$ cat src/rtl/smc_pkg.sv
package smc_pkg;

   typedef enum logic [2:0] {
      ST_IDLE   = 3'd0,
      ST_ADDR   = 3'd1,
      ST_SETUP  = 3'd2,
      ST_STROBE = 3'd3,
      ST_HOLD   = 3'd4,
      ST_POST   = 3'd5,
      ST_GRANT  = 3'd6
   } smc_state_e;

   typedef struct packed {
      logic early;
      logic bytewr;
      logic slow;
   } smc_mode_t;

endpackage

$ cat src/rtl/smc_cfg_sel.sv
module smc_cfg_sel
   import smc_pkg::*;
#(
   parameter int NUM_CS  = 4,
   parameter int WS_W    = 3,
   parameter int SLOW_CS = 3,
   localparam int CS_W   = $clog2(NUM_CS)
) (
   input  logic [NUM_CS*WS_W-1:0] cfg_ws,
   input  logic [NUM_CS-1:0]      cfg_early,
   input  logic [NUM_CS-1:0]      cfg_bytewr,
   input  logic                   cfg_slow_en,
   input  logic [CS_W-1:0]        sel_cs,
   output logic [WS_W-1:0]        sel_ws,
   output smc_mode_t              sel_mode
);

   logic [WS_W-1:0] ws_tab [NUM_CS];

   for (genvar g = 0; g < NUM_CS; g++) begin : g_unpack
      assign ws_tab[g] = cfg_ws[g*WS_W +: WS_W];
   end

   assign sel_ws          = ws_tab[sel_cs];
   assign sel_mode.early  = cfg_early[sel_cs];
   assign sel_mode.bytewr = cfg_bytewr[sel_cs];
   assign sel_mode.slow   = cfg_slow_en && (sel_cs == CS_W'(SLOW_CS));

endmodule

$ cat src/rtl/smc_seq.sv
module smc_seq
   import smc_pkg::*;
#(
   parameter int ADDR_W  = 20,
   parameter int DATA_W  = 16,
   parameter int NUM_CS  = 4,
   parameter int WS_W    = 3,
   parameter int SLOW_WS = 2,
   localparam int CS_W   = $clog2(NUM_CS),
   localparam int LANES  = DATA_W / 8
) (
   input  logic              clk,
   input  logic              rst_n,
   input  logic              req_valid,
   input  logic              req_write,
   input  logic [CS_W-1:0]   req_cs,
   input  logic [ADDR_W-1:0] req_addr,
   input  logic [DATA_W-1:0] req_wdata,
   input  logic [LANES-1:0]  req_be,
   input  logic [WS_W-1:0]   sel_ws,
   input  smc_mode_t         sel_mode,
   input  logic              ext_req,
   output smc_state_e        state,
   output logic              last_strobe,
   output logic              lat_write,
   output logic [CS_W-1:0]   lat_cs,
   output logic [ADDR_W-1:0] lat_addr,
   output logic [DATA_W-1:0] lat_wdata,
   output logic [LANES-1:0]  lat_be,
   output smc_mode_t         lat_mode,
   output logic              busy,
   output logic              done,
   output logic              gnt
);

   smc_state_e      nxt;
   logic [WS_W-1:0] lat_ws;
   logic [WS_W-1:0] cnt;
   logic            accept;

   assign accept      = (state == ST_IDLE) && !done && req_valid;
   assign last_strobe = (state == ST_STROBE) && (cnt == '0);
   assign busy        = ((state != ST_IDLE) && (state != ST_GRANT)) || done;
   assign gnt         = (state == ST_GRANT);

   always_comb begin
      nxt = state;
      case (state)
         ST_IDLE:   if (accept)                    nxt = sel_mode.slow ? ST_ADDR : ST_SETUP;
                    else if (!done && ext_req)     nxt = ST_GRANT;
         ST_ADDR:   nxt = ST_SETUP;
         ST_SETUP:  nxt = ST_STROBE;
         ST_STROBE: if (cnt == '0)                 nxt = ST_HOLD;
         ST_HOLD:   nxt = lat_mode.slow ? ST_POST : ST_IDLE;
         ST_POST:   nxt = ST_IDLE;
         ST_GRANT:  if (!ext_req)                  nxt = ST_IDLE;
         default:   nxt = ST_IDLE;
      endcase
   end

   always_ff @(posedge clk or negedge rst_n) begin
      if (!rst_n) begin
         state <= ST_IDLE;
         done  <= 1'b0;
         cnt   <= '0;
      end else begin
         state <= nxt;
         done  <= ((state == ST_HOLD) && !lat_mode.slow) || (state == ST_POST);
         if (state == ST_SETUP)
            cnt <= lat_ws;
         else if ((state == ST_STROBE) && (cnt != '0))
            cnt <= cnt - 1'b1;
      end
   end

   always_ff @(posedge clk or negedge rst_n) begin
      if (!rst_n) begin
         lat_write <= 1'b0;
         lat_cs    <= '0;
         lat_addr  <= '0;
         lat_wdata <= '0;
         lat_be    <= '0;
         lat_mode  <= '0;
         lat_ws    <= '0;
      end else if (accept) begin
         lat_write <= req_write;
         lat_cs    <= req_cs;
         lat_addr  <= req_addr;
         lat_wdata <= req_wdata;
         lat_be    <= req_be;
         lat_mode  <= sel_mode;
         lat_ws    <= sel_mode.slow ? WS_W'(SLOW_WS) : sel_ws;
      end
   end

   // the strobe countdown never exceeds the latched wait-state count
   p_ws_bound_r3: assert property (@(posedge clk) disable iff (!rst_n)
      (state == ST_STROBE) |-> (cnt <= lat_ws));

   // completion is a single-cycle pulse
   p_done_pulse_r2: assert property (@(posedge clk) disable iff (!rst_n)
      done |=> !done);

   // a grant only follows a cycle with no access in progress
   p_gnt_idle_r11: assert property (@(posedge clk) disable iff (!rst_n)
      $rose(gnt) |-> $past(!busy && !req_valid));

   // no access starts while the bus is granted away
   p_stall_r12: assert property (@(posedge clk) disable iff (!rst_n)
      gnt |=> !busy);

endmodule

$ cat src/rtl/smc_pins.sv
module smc_pins
   import smc_pkg::*;
#(
   parameter int ADDR_W  = 20,
   parameter int DATA_W  = 16,
   parameter int NUM_CS  = 4,
   localparam int CS_W   = $clog2(NUM_CS),
   localparam int LANES  = DATA_W / 8
) (
   input  logic              clk,
   input  logic              rst_n,
   input  smc_state_e        state,
   input  logic              last_strobe,
   input  logic              lat_write,
   input  logic [CS_W-1:0]   lat_cs,
   input  logic [ADDR_W-1:0] lat_addr,
   input  logic [DATA_W-1:0] lat_wdata,
   input  logic [LANES-1:0]  lat_be,
   input  smc_mode_t         lat_mode,
   input  logic [DATA_W-1:0] mem_din,
   output logic [ADDR_W-1:0] mem_addr,
   output logic [DATA_W-1:0] mem_dout,
   output logic              data_drive,
   output logic              bus_drive,
   output logic [NUM_CS-1:0] mem_cs_n,
   output logic              mem_oe_n,
   output logic              mem_we_n,
   output logic [LANES-1:0]  mem_lane_n,
   output logic [DATA_W-1:0] rdata
);

   logic active, cs_low, strobe;

   assign active = (state == ST_ADDR) || (state == ST_SETUP) || (state == ST_STROBE) ||
                   (state == ST_HOLD) || (state == ST_POST);
   assign cs_low = (state == ST_SETUP) || (state == ST_STROBE) || (state == ST_HOLD);
   assign strobe = (state == ST_STROBE);

   for (genvar g = 0; g < NUM_CS; g++) begin : g_cs
      assign mem_cs_n[g] = !(cs_low && (lat_cs == CS_W'(g)));
   end

   assign mem_oe_n = !(!lat_write && (strobe || ((state == ST_SETUP) && lat_mode.early)));
   assign mem_we_n = !(lat_write && !lat_mode.bytewr && strobe);

   for (genvar i = 0; i < LANES; i++) begin : g_lane
      assign mem_lane_n[i] = lat_mode.bytewr ? !(lat_write && lat_be[i] && strobe)
                                             : !(lat_be[i] && cs_low);
   end

   assign mem_addr   = lat_addr;
   assign mem_dout   = lat_wdata;
   assign data_drive = active && lat_write;
   assign bus_drive  = (state != ST_GRANT);

   always_ff @(posedge clk or negedge rst_n) begin
      if (!rst_n)
         rdata <= '0;
      else if (last_strobe && !lat_write)
         rdata <= mem_din;
   end

   // no strobe without a chip select
   p_strobe_in_cs_r7: assert property (@(posedge clk) disable iff (!rst_n)
      (!mem_oe_n || !mem_we_n || !(&mem_lane_n)) |-> !(&mem_cs_n));

   // at most one chip select active
   p_one_cs_r13: assert property (@(posedge clk) disable iff (!rst_n)
      $onehot0(~mem_cs_n));

   // address steady while a chip select stays low
   p_addr_hold_r13: assert property (@(posedge clk) disable iff (!rst_n)
      (!(&mem_cs_n) && $past(!(&mem_cs_n))) |-> $stable(mem_addr));

   // address held across the chip-select release of a slow cycle
   p_slow_hold_r10: assert property (@(posedge clk) disable iff (!rst_n)
      ($rose(&mem_cs_n) && (state == ST_POST)) |-> $stable(mem_addr));

   // nothing is driven while the bus is granted away
   p_float_r11: assert property (@(posedge clk) disable iff (!rst_n)
      !bus_drive |-> (!data_drive && (&mem_cs_n)));

endmodule

$ cat src/rtl/smc_bus_ctrl.sv
module smc_bus_ctrl
   import smc_pkg::*;
#(
   parameter int ADDR_W  = 20,
   parameter int DATA_W  = 16,
   parameter int NUM_CS  = 4,
   parameter int WS_W    = 3,
   parameter int SLOW_CS = 3,
   parameter int SLOW_WS = 2,
   localparam int CS_W   = $clog2(NUM_CS),
   localparam int LANES  = DATA_W / 8
) (
   input  logic                   clk,
   input  logic                   rst_n,
   input  logic                   req_valid,
   input  logic                   req_write,
   input  logic [CS_W-1:0]        req_cs,
   input  logic [ADDR_W-1:0]      req_addr,
   input  logic [DATA_W-1:0]      req_wdata,
   input  logic [LANES-1:0]       req_be,
   output logic                   busy,
   output logic                   done,
   output logic [DATA_W-1:0]      rdata,
   input  logic [NUM_CS*WS_W-1:0] cfg_ws,
   input  logic [NUM_CS-1:0]      cfg_early,
   input  logic [NUM_CS-1:0]      cfg_bytewr,
   input  logic                   cfg_slow_en,
   input  logic                   ext_req,
   output logic                   ext_gnt,
   output logic [ADDR_W-1:0]      mem_addr,
   output logic [DATA_W-1:0]      mem_dout,
   input  logic [DATA_W-1:0]      mem_din,
   output logic                   data_drive,
   output logic                   bus_drive,
   output logic [NUM_CS-1:0]      mem_cs_n,
   output logic                   mem_oe_n,
   output logic                   mem_we_n,
   output logic [LANES-1:0]       mem_lane_n
);

   if ((DATA_W % 8) != 0 || DATA_W < 8) begin : g_bad_dw
      $error("DATA_W must be a positive multiple of 8");
   end
   if (NUM_CS < 2 || NUM_CS != (1 << CS_W)) begin : g_bad_cs
      $error("NUM_CS must be a power of two, at least 2");
   end
   if (SLOW_CS >= NUM_CS) begin : g_bad_slow
      $error("SLOW_CS must name an existing chip select");
   end
   if (SLOW_WS >= (1 << WS_W)) begin : g_bad_sws
      $error("SLOW_WS must fit in WS_W bits");
   end

   logic [WS_W-1:0]   sel_ws;
   smc_mode_t         sel_mode;
   smc_state_e        state;
   logic              last_strobe;
   logic              lat_write;
   logic [CS_W-1:0]   lat_cs;
   logic [ADDR_W-1:0] lat_addr;
   logic [DATA_W-1:0] lat_wdata;
   logic [LANES-1:0]  lat_be;
   smc_mode_t         lat_mode;

   smc_cfg_sel #(.NUM_CS(NUM_CS), .WS_W(WS_W), .SLOW_CS(SLOW_CS)) u_cfg (
      .cfg_ws     (cfg_ws),
      .cfg_early  (cfg_early),
      .cfg_bytewr (cfg_bytewr),
      .cfg_slow_en(cfg_slow_en),
      .sel_cs     (req_cs),
      .sel_ws     (sel_ws),
      .sel_mode   (sel_mode)
   );

   smc_seq #(.ADDR_W(ADDR_W), .DATA_W(DATA_W), .NUM_CS(NUM_CS), .WS_W(WS_W),
             .SLOW_WS(SLOW_WS)) u_seq (
      .clk        (clk),
      .rst_n      (rst_n),
      .req_valid  (req_valid),
      .req_write  (req_write),
      .req_cs     (req_cs),
      .req_addr   (req_addr),
      .req_wdata  (req_wdata),
      .req_be     (req_be),
      .sel_ws     (sel_ws),
      .sel_mode   (sel_mode),
      .ext_req    (ext_req),
      .state      (state),
      .last_strobe(last_strobe),
      .lat_write  (lat_write),
      .lat_cs     (lat_cs),
      .lat_addr   (lat_addr),
      .lat_wdata  (lat_wdata),
      .lat_be     (lat_be),
      .lat_mode   (lat_mode),
      .busy       (busy),
      .done       (done),
      .gnt        (ext_gnt)
   );

   smc_pins #(.ADDR_W(ADDR_W), .DATA_W(DATA_W), .NUM_CS(NUM_CS)) u_pins (
      .clk        (clk),
      .rst_n      (rst_n),
      .state      (state),
      .last_strobe(last_strobe),
      .lat_write  (lat_write),
      .lat_cs     (lat_cs),
      .lat_addr   (lat_addr),
      .lat_wdata  (lat_wdata),
      .lat_be     (lat_be),
      .lat_mode   (lat_mode),
      .mem_din    (mem_din),
      .mem_addr   (mem_addr),
      .mem_dout   (mem_dout),
      .data_drive (data_drive),
      .bus_drive  (bus_drive),
      .mem_cs_n   (mem_cs_n),
      .mem_oe_n   (mem_oe_n),
      .mem_we_n   (mem_we_n),
      .mem_lane_n (mem_lane_n),
      .rdata      (rdata)
   );

endmodule

$ cat config.mk
export PLATFORM = sky130hd
export DESIGN_NAME = smc_bus_ctrl
export DESIGN_NICKNAME = d
export VERILOG_FILES = /design/src/rtl/smc_pkg.sv /design/src/rtl/smc_cfg_sel.sv /design/src/rtl/smc_seq.sv /design/src/rtl/smc_pins.sv /design/src/rtl/smc_bus_ctrl.sv
export SDC_FILE = /design/constraint.sdc
export NUM_CORES = 1
export LEC_CHECK = 0
export BUFFER_PORTS_ARGS = -buffer_cell sky130_fd_sc_hd__buf_2
export CAP_MARGIN = 20
export CORE_UTILIZATION = 46
export CTS_CLUSTER_SIZE = 25
export DETAILED_ROUTE_END_ITERATION = 16
export GPL_TIMING_DRIVEN = 0
export PLACE_DENSITY_LB_ADDON = 0.25
export RECOVER_POWER = 100
export SLEW_MARGIN = 20
export SYNTH_ARGS = -nofsm -noshare
export SYNTH_HDL_FRONTEND = slang
export SYNTH_SLANG_ARGS = --single-unit
$ cat constraint.sdc
create_clock -name clk -period 2.2 [get_ports clk]
set_clock_uncertainty 0.05 [all_clocks]
set_input_delay 0.22 -clock clk [delete_from_list [all_inputs] [get_ports clk]]
set_output_delay 0.22 -clock clk [all_outputs]
set_load 0.01 [all_outputs]
Yosys cells after proc, flatten, opt, wreduce, memory -nomap -nowiden
Cells that the tools add are included.
W data, S select, Z words.
- $add $sub $neg: 1
- order comparisons: 2
- equal/unequal tests: 14
- muxes and demuxes: 19
- bitwise operators: 1
- reductions and logical operators: 54
- operator list (kind ; count):
    $mux W3 ; 10
    $logic_and A1 B1 Y1 ; 24
    $pmux W3 S6 ; 1
    $logic_not A1 Y1 ; 14
    $eq A3 B3 Y1 const B ; 3
    $logic_or A1 B1 Y1 ; 9
    $bmux W3 S2 ; 1
    $eq A2 B2 Y1 const B ; 3
    $eq A3 B2 Y1 const B ; 2
    $logic_not A3 Y1 ; 2
    $reduce_bool A3 Y1 ; 2
    $bmux W1 S2 ; 2
    $mux W1 ; 4
    $ne A2 B2 Y1 const B ; 2
    $eq A3 B1 Y1 const B ; 1
    $ge A3 B3 Y1 const B ; 1
    $lt A2 B3 Y1 const B ; 1
    $ne A3 B2 Y1 const B ; 1
    $ne A3 B3 Y1 const B ; 1
    $not A2 Y3 ; 1
    $reduce_and A3 Y1 ; 1
    $sub A3 B1 Y3 const B ; 1
    $eq A2 B1 Y1 const B ; 1
    $logic_not A2 Y1 ; 1
    other kinds (2) ; 2
- register bits after elaboration: 70
- input bits: 82
- output and inout bits: 65
- word-level logic and storage cells: 104

Longest topological paths before layout
Gate-level depths: netlist of run 1.
- word-level depth: 6
- depth in mapped cells: 7
- mapped depth without buffers: 6

Modules after synthesis
From an unflattened synthesis of run 1, not the netlist that was laid out.
- cells, all modules: 265
- area, all modules: 3622.2 µm²
- by module, submodules not included (module ; times used ; cells an instance ; area each (µm²) ; sequential area each (µm²)):
    smc_seq ; 1 ; 165 ; 2426.1 ; 1351.3
    smc_pins ; 1 ; 93 ; 1064.8 ; 400.4
    smc_cfg_sel ; 1 ; 7 ; 131.4 ; 0.0

Worst setup path before layout of run 1
Ideal clock, no wire load.
- kind: register to register
- start point: reg u_seq.cnt[0]
- end point: reg u_pins.rdata[10]
- setup time: 125 ps
- arrival time: 1847 ps
- required time: 2025 ps
- setup slack: 178 ps
- stages on the path, launching flop included: 8
- path buffers: 2
- period minus slack after synthesis: 2022 ps
- cell sequence: dfrtp_1 inv_1 ha_1 or2b_1 or4_1 buf_4 buf_6 mux2_4
- longest elaborated chain between the ends: 3
- RTL lines (item ; line ; source):
    start, declared ; smc_seq.sv:38 ; logic [WS_W-1:0] cnt;
    start signal, assigned ; smc_seq.sv:70 ; cnt <= lat_ws;
    start signal, assigned ; smc_seq.sv:72 ; cnt <= cnt - 1'b1;
    $logic_not A3 Y1 ; smc_seq.sv:42 ; assign last_strobe = (state == ST_STROBE) && (cnt == '0);
    $logic_and A1 B1 Y1 ; smc_seq.sv:42 ;
    $logic_and A1 B1 Y1 ; smc_pins.sv:59 ; else if (last_strobe && !lat_write)
    end signal, assigned ; smc_pins.sv:60 ; rdata <= mem_din;
    end, declared ; smc_pins.sv:29 ; output logic [DATA_W-1:0] rdata
Every way passes these cells.
A chain may end at the register's enable or synchronous reset.

Worst setup path in the final report of run 1
- start point: reg u_seq.cnt[0]
- end point: reg u_pins.rdata[6]
Same word-level chain as after synthesis.

==> results of run 1 <==
what timing repair did:
action / 4_1_cts / 5_1_grt
endpoints found under the setup margin: 0 / 10
endpoints found under the hold margin: 24 / 0
gates resized for setup: 0 / 4
setup buffers: 0 / 2
hold buffers: 1 / 0
cells by family (layout without fill, tap and decap cells):
group	after synthesis	count (layout)	synth area share [%]
AO/OA/AOI/OAI	24	24	4.85
multiplexers	66	66	26.8
AND/OR/NAND/NOR	47	47	7.70
flip-flops	70	70	57.0
buffers and inverters	18	182	2.77
adder cells (fa/ha/maj)	2	2	0.815
metrics by stage:
stage               total power [µW]  instances
global route                    6340        468
detailed placement              4900        449
CTS                             6060        466
finish                          5910        468
floorplan                       3900        227
global placement                4790        448
final timing paths:
kind | depth (start not counted) | slack, ns | to
max in group asynchronous | 3 | 0.55 | u_seq.lat_be[1]$_DFFE_PN0P_
min in group asynchronous | 2 | 0.70 | u_pins.rdata[4]$_DFFE_PN0P_
min | 2 | 0.06 | u_seq.lat_wdata[12]$_DFFE_PN0P_
max reg2reg | 7 | 0.05 | u_pins.rdata[6]$_DFFE_PN0P_
min reg2reg | 2 | 0.45 | u_seq.lat_ws[1]$_DFFE_PN0P_
max | 7 | 0.05 | u_pins.rdata[6]$_DFFE_PN0P_
area by class of cell:
cell class / count / area share, %
repair buffers: 148 / 17.1
clock inverters: 6 / 2.08
clock buffers: 10 / 3.36
flip-flops and latches: 70 / 42.8
inverters: 5 / 0.458
well taps: 77 / 2.35
multi-input cells: 139 / 30.2
plain buffers: 13 / 1.68
routing by layer:
metal	wire, µm	global-route usage, %	up-vias
li1	-	-	1121
met1	2830	26.2	1103
met2	3140	31.7	125
met3	566	5.84	16
met4	152	8.32	0
met5	0	0	-
sequential cells by signal, summed over array words and instances, names as in the netlist:
name             flops
u_seq.lat_addr      20
u_pins.rdata        16
u_seq.lat_wdata     16
u_seq.cnt            3
u_seq.lat_mode       3
u_seq.lat_ws         3
u_seq.state          3
u_seq.lat_be         2
u_seq.lat_cs         2
u_seq.done           1
u_seq.lat_write      1
critical path: cells and delay by family (launching register included):
family | cells | cell delay, ns
DFF | 1 | 0.42
muxes | 1 | 0.31
adders and majority gates | 1 | 0.17
buffers and inverters | 3 | 0.37
and+or+nand+nor | 2 | 0.69
power groups by stage:
| stage | sequential [µW] | combinational, µW | clock (µW) |
|---|---|---|---|
| 3_5_place_dp | 2310 | 2590 | 0 |
| 4_1_cts | 2290 | 2600 | 1170 |
| 3_3_place_gp | 2270 | 2520 | 0 |
| 2_1_floorplan | 2510 | 1390 | 0 |
| 6_report | 2310 | 2460 | 1130 |
| 5_1_grt | 2390 | 2710 | 1230 |
synth_stat cells:
master	instances	area, µm²
sky130_fd_sc_hd__dfrtp_1	70	1750
sky130_fd_sc_hd__mux2_2	51	574
sky130_fd_sc_hd__nor2_1	12	45.0
sky130_fd_sc_hd__nand2_1	11	41.3
sky130_fd_sc_hd__mux2_4	10	150
sky130_fd_sc_hd__o21ai_0	8	40.0
sky130_fd_sc_hd__a21oi_1	6	30.0
sky130_fd_sc_hd__nor2b_1	6	37.5
sky130_fd_sc_hd__clkbuf_1	5	18.8
sky130_fd_sc_hd__inv_1	5	18.8
sky130_fd_sc_hd__nand3_1	5	25.0
sky130_fd_sc_hd__mux4_2	4	90.1
sky130_fd_sc_hd__buf_1	3	11.3
sky130_fd_sc_hd__a22oi_1	2	15.0
sky130_fd_sc_hd__a31oi_1	2	12.5
sky130_fd_sc_hd__a32o_1	2	20.0
sky130_fd_sc_hd__buf_2	2	10.0
sky130_fd_sc_hd__buf_4	2	15.0
sky130_fd_sc_hd__ha_1	2	25.0
sky130_fd_sc_hd__nand2b_1	2	12.5
sky130_fd_sc_hd__nand3b_1	2	15.0
sky130_fd_sc_hd__nor3_1	2	10.0
sky130_fd_sc_hd__or2b_1	2	15.0
sky130_fd_sc_hd__a211o_1	1	8.76
sky130_fd_sc_hd__a21boi_0	1	7.51
sky130_fd_sc_hd__a22o_1	1	8.76
sky130_fd_sc_hd__and2_1	1	6.26
sky130_fd_sc_hd__buf_6	1	11.3
sky130_fd_sc_hd__mux2i_1	1	10.0
sky130_fd_sc_hd__nand4b_1	1	8.76
sky130_fd_sc_hd__o22ai_1	1	6.26
sky130_fd_sc_hd__or2_1	1	6.26
sky130_fd_sc_hd__or3_1	1	6.26
sky130_fd_sc_hd__or4_1	1	7.51
==> results.py, run 1 <==
metrics = {
    "floorplan": {
        "chipHeight_um": 83.7,
        "row_count": 29,
        "die_area_um2": 7010,
        "coreArea_um2": 6390,
        "initial_core_util_pct": 48.1,
        "die_w_um": 83.7,
        "ioPinCount": 147,
    },
    "timing": {
        "layout_min_cycle_time_ns": 2.15,
        "report.final.hold_viol_count": 0,
        "maxClockFrequency_ghz": 0.466,
        "max_slew_margin_pct": 6.33,
        "fin_setup_tns_ns": 0,
        "hold-worst-slack_ns": 0.0641,
        "timing.final.setup_violations": 0,
        "maxSlewViolCount": 0,
        "max_slew.worst_pin.slew_ns": 1.41,
        "setup_ws_ns": 0.0548,
        "timing.final.crit_share_pct": 97.5,
    },
    "power": {
        "sequentialPowerShare_pct": 39.1,
        "switching_share_pct": 35.2,
        "power.internal_uw": 3820,
        "p_sw_uw": 2080,
        "power_density_nw_per_um2": 1440,
        "clock_power_share_pct": 19.1,
        "worst_ir_drop_vdd_mv": 0.752,
        "share_comb_of_total_power_pct": 41.7,
        "p_leak_uw": 0.00193,
    },
    "logic_synthesis": {
        "syn_avg_cell_area_um2": 13.5,
        "ys.warnings.count": 0,
        "yosys_register_bits": 70,
        "netlist_area_um2": 3070,
        "netlist-cell-type-count": 34,
        "post_synthesis_net_count": 311,
        "synth.yosys.seq_area_share_pct": 57.0,
        "post_synth_inst_count": 227,
    },
    "clock_tree": {
        "clock-root-buffer": "sky130_fd_sc_hd__clkbuf_8",
        "clk_pin_slew_worst_paths_ns": 0.07,
        "cts_num_sinks": 70,
        "tritoncts.num_buffers": 9,
        "tritoncts_clock_tree": "yes",
        "worst_skew_pair.late_latency_ns": 0.33,
        "cts-root-to-sink-buffers": 2,
        "cts.htree.levels": 3,
    },
    "worst_setup_path": {
        "worstSetupStartpointType": "register",
        "critical_path.endpoint_type": "register",
        "cp-startpoint": "u_seq.cnt[0]$_DFFE_PN0P_",
        "cp_max_fo": 10,
        "critical_path.most_common_cell": "sky130_fd_sc_hd__buf_6",
        "crit_arrival_ns": 2.30,
        "cp_slowest_cell": "sky130_fd_sc_hd__dfrtp_1",
        "setup.worst_path.class": "register to register",
        "timing.critical_path.slowest_cell_delay_ns": 0.42,
        "worst_r2r_startpoint": "u_seq.cnt[0]$_DFFE_PN0P_",
        "crit_path_cell_chain": "inv_2 -> ha_1 -> or2b_1 -> or4_4 -> buf_6 -> buf_6 -> mux2_4",
        "worstPathRequired_ns": 2.36,
    },
    "route": {
        "finalWirelength_mm": 6.69,
        "drc_errors": 0,
        "detail_route.first_pass.iterations": 4,
        "dr_total_vias": 2365,
        "residual_antenna_violating_net_count_after_detailed_routing": 0,
        "route.detailed.wl_per_inst_um": 14.3,
        "dr.first_iter.drc_count": 61,
        "route.detailed.vias_per_inst": 5.05,
    },
    "hold_path": {
        "hold_path_origin": "req_wdata[12]",
        "timing.hold.worst.class": "input pin to register",
    },
    "global_route": {
        "grt.overflow.total": 0,
        "grt_max_degree": 47,
        "first_global_vias": 2377,
        "grt_pass1_wl_mm": 11.1,
        "grtUsageTotal_pct": 20.1,
        "grt_antenna_before_repair": 0,
    },
    "final_layout": {
        "post_route_cells_drive_above_1_share_pct": 44.8,
        "mostFrequentLayoutCells": "sky130_fd_sc_hd__buf_2, sky130_fd_sc_hd__dfrtp_1, sky130_fd_sc_hd__clkbuf_1",
        "register_area_um2": 1750,
        "antenna_cells": 0,
        "layout.filler_cells": 540,
        "combined_area_of_the_multi_input_logic_cells_um2": 1240,
        "layout.cells.most_common": "sky130_fd_sc_hd__buf_2",
        "design.final.nets": 470,
        "areaGrowthSynthToFinish_pct": 33.4,
        "fin_area_um2": 4100,
        "final_core_util_pct": 64.1,
    },
    "placed_design": {
        "place_area_um2": 3920,
        "place_ws_ns": 0.0444,
        "io_buffers": 144,
        "gp_congestion": 0.801,
        "dp_hpwl_mm": 5.04,
    },
    "flow_run": {
        "cap_violations": 0,
    },
    "outcome": {
        "run_status": "completed",
    },
}
(Power assumes the default switching activity.)
==> inputs of run 2 (changes only) <==
--- a/config.mk
+++ b/config.mk
@@ -13,6 +13,7 @@
 export GPL_TIMING_DRIVEN = 0
 export PLACE_DENSITY_LB_ADDON = 0.25
 export RECOVER_POWER = 100
+export REMOVE_ABC_BUFFERS = 1
 export SLEW_MARGIN = 20
 export SYNTH_ARGS = -nofsm -noshare
 export SYNTH_HDL_FRONTEND = slang
==> results.py, run 2 (synthesized netlist as in run 1, its figures left out) <==
metrics = {
    "hold_path": {
        "hold-path-cell-count": 2,
        "timing.hold.worst.class": "input pin to register",
        "worstHoldEndpoint": "u_pins.rdata[7]$_DFFE_PN0P_",
        "hold_path_origin": "mem_din[7]",
    },
    "timing": {
        "timing.final.setup_violations": 0,
        "fin_setup_tns_ns": 0,
        "setup_ws_ns": 0.133,
        "max_slew_margin_pct": 46.5,
        "timing.final.crit_share_pct": 94.0,
        "setup_repair_after_global_routing_missed_its_margin": "no",
        "max_slew.worst_pin.slew_ns": 0.802,
        "report.final.hold_viol_count": 0,
        "maxSlewViolCount": 0,
        "maxClockFrequency_ghz": 0.484,
        "layout_min_cycle_time_ns": 2.07,
    },
    "clock_tree": {
        "post-cts-setup-buffers": 0,
        "tritoncts.num_buffers": 9,
        "clk_pin_slew_worst_paths_ns": 0.07,
        "cts_num_sinks": 70,
        "worst_skew_pair.late_latency_ns": 0.33,
        "cts-root-to-sink-buffers": 2,
        "cts.htree.levels": 3,
        "tritoncts_clock_tree": "yes",
        "clock-root-buffer": "sky130_fd_sc_hd__clkbuf_8",
    },
    "route": {
        "dr_total_vias": 2338,
        "detail_route.first_pass.iterations": 4,
        "dr.first_iter.drc_count": 40,
        "route.detailed.wl_per_inst_um": 15.0,
        "finalWirelength_mm": 6.84,
        "route.detailed.vias_per_inst": 5.14,
        "residual_antenna_violating_net_count_after_detailed_routing": 0,
        "drc_errors": 0,
    },
    "worst_setup_path": {
        "setup.worst_path.class": "register to register",
        "worstPathRequired_ns": 2.37,
        "crit_arrival_ns": 2.24,
        "worst_r2r_startpoint": "u_seq.state[0]$_DFFE_PN0P_",
        "critical_path.endpoint_type": "register",
        "reg2reg_depth": 3,
        "reg2reg_end": "u_pins.rdata[12]$_DFFE_PN0P_",
        "setup.reg_to_reg.worst_slack_ns": 0.13,
        "cp_max_fo": 16,
        "worstSetupStartpointType": "register",
    },
    "final_layout": {
        "layout.cells.most_common": "sky130_fd_sc_hd__buf_2",
        "antenna_cells": 0,
        "areaGrowthSynthToFinish_pct": 29.9,
        "largestRegisters": "u_seq.lat_addr x20, u_pins.rdata x16, u_seq.lat_wdata x16",
        "largest_register": "u_seq.lat_addr",
        "design.final.nets": 458,
        "mostFrequentLayoutCells": "sky130_fd_sc_hd__buf_2, sky130_fd_sc_hd__dfrtp_1, sky130_fd_sc_hd__clkbuf_1",
        "post_route_cells_drive_above_1_share_pct": 42.3,
        "finish.cell_count_without_fillers": 455,
        "largest_register_ffs": 20,
    },
    "placed_design": {
        "post-place-cells": 438,
        "gp_congestion": 0.789,
        "place_ws_ns": -0.293,
        "dp_hpwl_mm": 5.00,
        "io_buffers": 146,
    },
    "floorplan": {
        "die_w_um": 83.7,
        "die_area_um2": 7010,
        "chipHeight_um": 83.7,
        "coreArea_um2": 6390,
        "ioPinCount": 147,
        "row_count": 29,
        "initial_core_util_pct": 48.1,
    },
    "global_route": {
        "grtUsageTotal_pct": 21.1,
        "grt_max_degree": 39,
        "grt_pass1_wl_mm": 11.5,
        "first_global_vias": 2415,
        "grt.overflow.total": 0,
        "grt_antenna_before_repair": 0,
    },
    "power": {
        "power_density_nw_per_um2": 1440,
        "worst_ir_drop_vdd_mv": 0.742,
        "p_leak_uw": 0.00183,
    },
    "outcome": {
        "run_status": "completed",
    },
    "flow_run": {
        "cap_violations": 0,
    },
}
-- run 2: changes by cell type in the layout (fill, tap and decap cells not counted), moves of 3 or more --
| cell | delta |
|---|---|
| sky130_fd_sc_hd__buf_4 | -3 |
| sky130_fd_sc_hd__mux2_1 | +10 |
| sky130_fd_sc_hd__clkbuf_1 | -4 |
| sky130_fd_sc_hd__mux2_4 | -10 |
-- run 2: where the power goes --
part | leakage, µW | internal, µW | total, µW | switching, µW
Clock | 0.000107 | 666 | 1120 | 454
Sequential | 0.000837 | 1940 | 2370 | 435
Combinational | 0.000891 | 1070 | 2240 | 1160
Total | 0.00183 | 3680 | 5730 | 2050
-- run 2: worst max-delay path, stage by stage, from the launching register on --
cell and delay, ns:
sky130_fd_sc_hd__dfrtp_1 0.65, sky130_fd_sc_hd__inv_1 0.17, sky130_fd_sc_hd__or4_4 0.71, sky130_fd_sc_hd__mux2_1 0.36
-- run 2: through the flow --
step,utilization (%),area [µm²],power (µW),hold slack (ns)
finish,62.5,3990,5730,0.0363
global route,62.5,3990,6130,0.0279
CTS,64.3,4110,6020,0.0411
detailed placement,60.6,3870,4850,0.145
global placement,60.0,3830,4760,0.401
floorplan,-,3010,3860,-0.126
-- run 2: repair_timing --
action	in CTS	in global routing
pin swaps	1	0
endpoints found under the hold margin	32	0
gates resized for setup	2	3
setup endpoints to repair	67	37
hold buffers	1	0
cloned	1	0
-- run 2: layout make-up --
| cell class | instances | area (µm²) |
|---|---|---|
| Multi-Input combinational cell | 140 | 1240 |
| Tap cell | 77 | 96.3 |
| Fill cell | 578 | 2400 |
| Clock inverter | 3 | 68.8 |
| Clock buffer | 12 | 145 |
| Sequential cell | 70 | 1750 |
| Inverter | 5 | 18.8 |
| Timing Repair Buffer | 148 | 672 |
-- run 2: how the worst max path moves through the flow --
| stage | slack [ns] | from | depth (start not counted) | to |
|---|---|---|---|---|
| 2_1_floorplan | -0.66 | u_seq.state[0]$_DFFE_PN0P_ | 4 | u_seq.state[1]$_DFFE_PN0P_ |
| 3_3_place_gp | -1.56 | u_seq.state[0]$_DFFE_PN0P_ | 4 | u_seq.state[1]$_DFFE_PN0P_ |
| 3_5_place_dp | -0.29 | u_seq.state[0]$_DFFE_PN0P_ | 4 | u_seq.state[1]$_DFFE_PN0P_ |
| 4_1_cts | 0.004 | u_seq.state[0]$_DFFE_PN0P_ | 4 | mem_cs_n[0] |
| 5_1_grt | 0.03 | u_seq.state[0]$_DFFE_PN0P_ | 4 | mem_cs_n[0] |
| 6_report | 0.13 | u_seq.state[0]$_DFFE_PN0P_ | 3 | u_pins.rdata[12]$_DFFE_PN0P_ |
-- run 2: layer usage --
metal	track usage, %	up-vias	part of all wire (%)
met1	25.4	1140	40
met5	0	-	0
met4	7.40	0	1.4
met3	8.51	8	8.5
li1	-	1097	-
met2	34.3	93	50
==> inputs of run 3 (changes only) <==
--- a/config.mk
+++ b/config.mk
@@ -7,6 +7,7 @@
 export LEC_CHECK = 0
 export BUFFER_PORTS_ARGS = -buffer_cell sky130_fd_sc_hd__buf_2
 export CAP_MARGIN = 20
+export CORE_MARGIN = 5
 export CORE_UTILIZATION = 46
 export CTS_CLUSTER_SIZE = 25
 export DETAILED_ROUTE_END_ITERATION = 16
==> results.py, run 3 (synthesized netlist as in run 1, its figures left out) <==
metrics = {
    "timing": {
        "report.final.hold_viol_count": 0,
        "max_slew.worst_pin.slew_ns": 1.28,
        "timing.final.crit_share_pct": 93.9,
        "setup_repair_after_global_routing_missed_its_margin": "no",
        "max_slew_margin_pct": 14.8,
        "timing.final.setup_violations": 0,
        "layout_min_cycle_time_ns": 2.07,
        "fin_setup_tns_ns": 0,
        "maxSlewViolCount": 0,
        "maxClockFrequency_ghz": 0.484,
        "setup_ws_ns": 0.135,
    },
    "route": {
        "residual_antenna_violating_net_count_after_detailed_routing": 0,
        "dr_total_vias": 2316,
        "finalWirelength_mm": 7.37,
        "drc_errors": 0,
        "route.detailed.wl_per_inst_um": 16.2,
        "detail_route.first_pass.iterations": 4,
        "dr.first_iter.drc_count": 41,
        "route.detailed.vias_per_inst": 5.08,
    },
    "clock_tree": {
        "worst_skew_pair.late_latency_ns": 0.34,
        "tritoncts_clock_tree": "yes",
        "cts_num_sinks": 70,
        "tritoncts.num_buffers": 9,
        "post-cts-setup-buffers": 0,
        "clock-root-buffer": "sky130_fd_sc_hd__clkbuf_8",
        "cts-root-to-sink-buffers": 2,
        "cts.htree.levels": 3,
        "clk_pin_slew_worst_paths_ns": 0.08,
    },
    "final_layout": {
        "layout.cells.most_common": "sky130_fd_sc_hd__buf_2",
        "combined_area_of_the_multi_input_logic_cells_um2": 1240,
        "areaGrowthSynthToFinish_pct": 29.9,
        "antenna_cells": 0,
        "design.final.nets": 458,
        "largest_register": "u_seq.lat_addr",
        "largest_register_ffs": 20,
        "post_route_cells_drive_above_1_share_pct": 42.5,
        "register_area_um2": 1750,
        "mostFrequentLayoutCells": "sky130_fd_sc_hd__buf_2, sky130_fd_sc_hd__dfrtp_1, sky130_fd_sc_hd__clkbuf_1",
        "layout.filler_cells": 569,
        "largestRegisters": "u_seq.lat_addr x20, u_pins.rdata x16, u_seq.lat_wdata x16",
    },
    "global_route": {
        "first_global_vias": 2604,
        "grt_pass1_wl_mm": 12.3,
        "grt.overflow.total": 0,
        "grt_antenna_before_repair": 0,
        "grtUsageTotal_pct": 18.5,
        "grt_max_degree": 50,
    },
    "worst_setup_path": {
        "reg2reg_end": "u_pins.rdata[6]$_DFFE_PN0P_",
        "worst_r2r_startpoint": "u_seq.state[0]$_DFFE_PN0P_",
        "critical_path.endpoint_type": "register",
        "crit_arrival_ns": 2.23,
        "timing.critical_path.slowest_cell_delay_ns": 0.70,
        "crit_path_cell_chain": "inv_1 -> or4_4 -> mux2_1",
        "setup.worst_path.class": "register to register",
        "crit_end": "u_pins.rdata[6]$_DFFE_PN0P_",
        "reg2reg_depth": 3,
        "setup.reg_to_reg.worst_slack_ns": 0.13,
        "worstSetupStartpointType": "register",
        "worstPathRequired_ns": 2.37,
        "cp-startpoint": "u_seq.state[0]$_DFFE_PN0P_",
        "cp_max_fo": 16,
        "cp_slowest_cell": "sky130_fd_sc_hd__or4_4",
    },
    "placed_design": {
        "dp_hpwl_mm": 5.46,
        "io_buffers": 146,
        "gp_congestion": 0.795,
        "place_ws_ns": -0.270,
    },
    "power": {
        "worst_ir_drop_vdd_mv": 0.670,
        "clock_power_share_pct": 18.2,
        "sequentialPowerShare_pct": 42.0,
        "report.power.total_uw": 5660,
        "power_density_nw_per_um2": 1420,
        "p_sw_uw": 2120,
        "power.internal_uw": 3540,
        "switching_share_pct": 37.4,
        "share_comb_of_total_power_pct": 39.9,
        "p_leak_uw": 0.00184,
    },
    "hold_path": {
        "timing.hold.worst.class": "input pin to register",
    },
    "floorplan": {
        "ioPinCount": 147,
        "initial_core_util_pct": 47.8,
        "die_w_um": 91.7,
        "row_count": 29,
        "coreArea_um2": 6420,
        "die_area_um2": 8410,
        "chipHeight_um": 91.7,
    },
    "outcome": {
        "run_status": "completed",
    },
    "flow_run": {
        "cap_violations": 0,
    },
}
[run 3: worst min-delay path by stage]
stage	startpoint	end	slack, ns	depth (start not counted)
6_report	mem_din[8]	u_pins.rdata[8]$_DFFE_PN0P_	0.04	2
5_1_grt	mem_din[8]	u_pins.rdata[8]$_DFFE_PN0P_	0.03	2
4_1_cts	mem_din[2]	u_pins.rdata[2]$_DFFE_PN0P_	0.04	2
3_5_place_dp	rst_n	u_pins.rdata[13]$_DFFE_PN0P_	0.08	1
3_3_place_gp	req_wdata[15]	u_seq.lat_wdata[15]$_DFFE_PN0P_	0.40	2
2_1_floorplan	rst_n	u_pins.rdata[0]$_DFFE_PN0P_	-0.13	0
[run 3: power groups by stage]
stage	combinational, µW	clock, µW	sequential [µW]
detailed placement	2510	0	2370
floorplan	1300	0	2560
global placement	2470	0	2330
CTS	2540	1060	2360
global route	2510	1130	2480
finish	2260	1030	2370
[run 3: per-layer routing]
metal	up-vias	wire length (µm)	share of wire, %	track usage, %
li1	1097	-	-	-
met1	1111	2940	40	21.5
met2	97	3470	47	29.7
met3	11	841	11	8.67
met4	0	119	1.6	7.18
met5	-	0	0	0
[run 3: area by class of cell]
cell class	instances	area share, %
well taps	77	2.41
repair buffers	148	17.3
flip-flops and latches	70	43.9
clock inverters	6	1.76
multi-input cells	140	31.0
inverters	5	0.470
clock buffers	10	3.20
[run 3: through the flow]
stage	cells	hold WS, ns	instance area [µm²]	util [%]
floorplan	214	-0.126	3010	-
global placement	437	0.401	3830	59.7
detailed placement	438	0.0828	3870	60.3
CTS	456	0.0394	4100	63.8
global route	456	0.0323	3990	62.1
finish	456	0.0449	3990	62.1
[run 3: what timing repair did]
action | in CTS | in global routing
setup endpoints to repair | 66 | 46
pin swaps | 1 | 0
gates resized for setup | 2 | 3
gates cloned | 1 | 0
hold buffers | 1 | 0
endpoints found under the hold margin | 21 | 0
[run 3: critical path: cells and delay by family, from the launching register on]
kind	cells	cell delay, ns
buffers and inverters	1	0.18
DFF	1	0.65
muxes	1	0.37
and+or+nand+nor	1	0.70
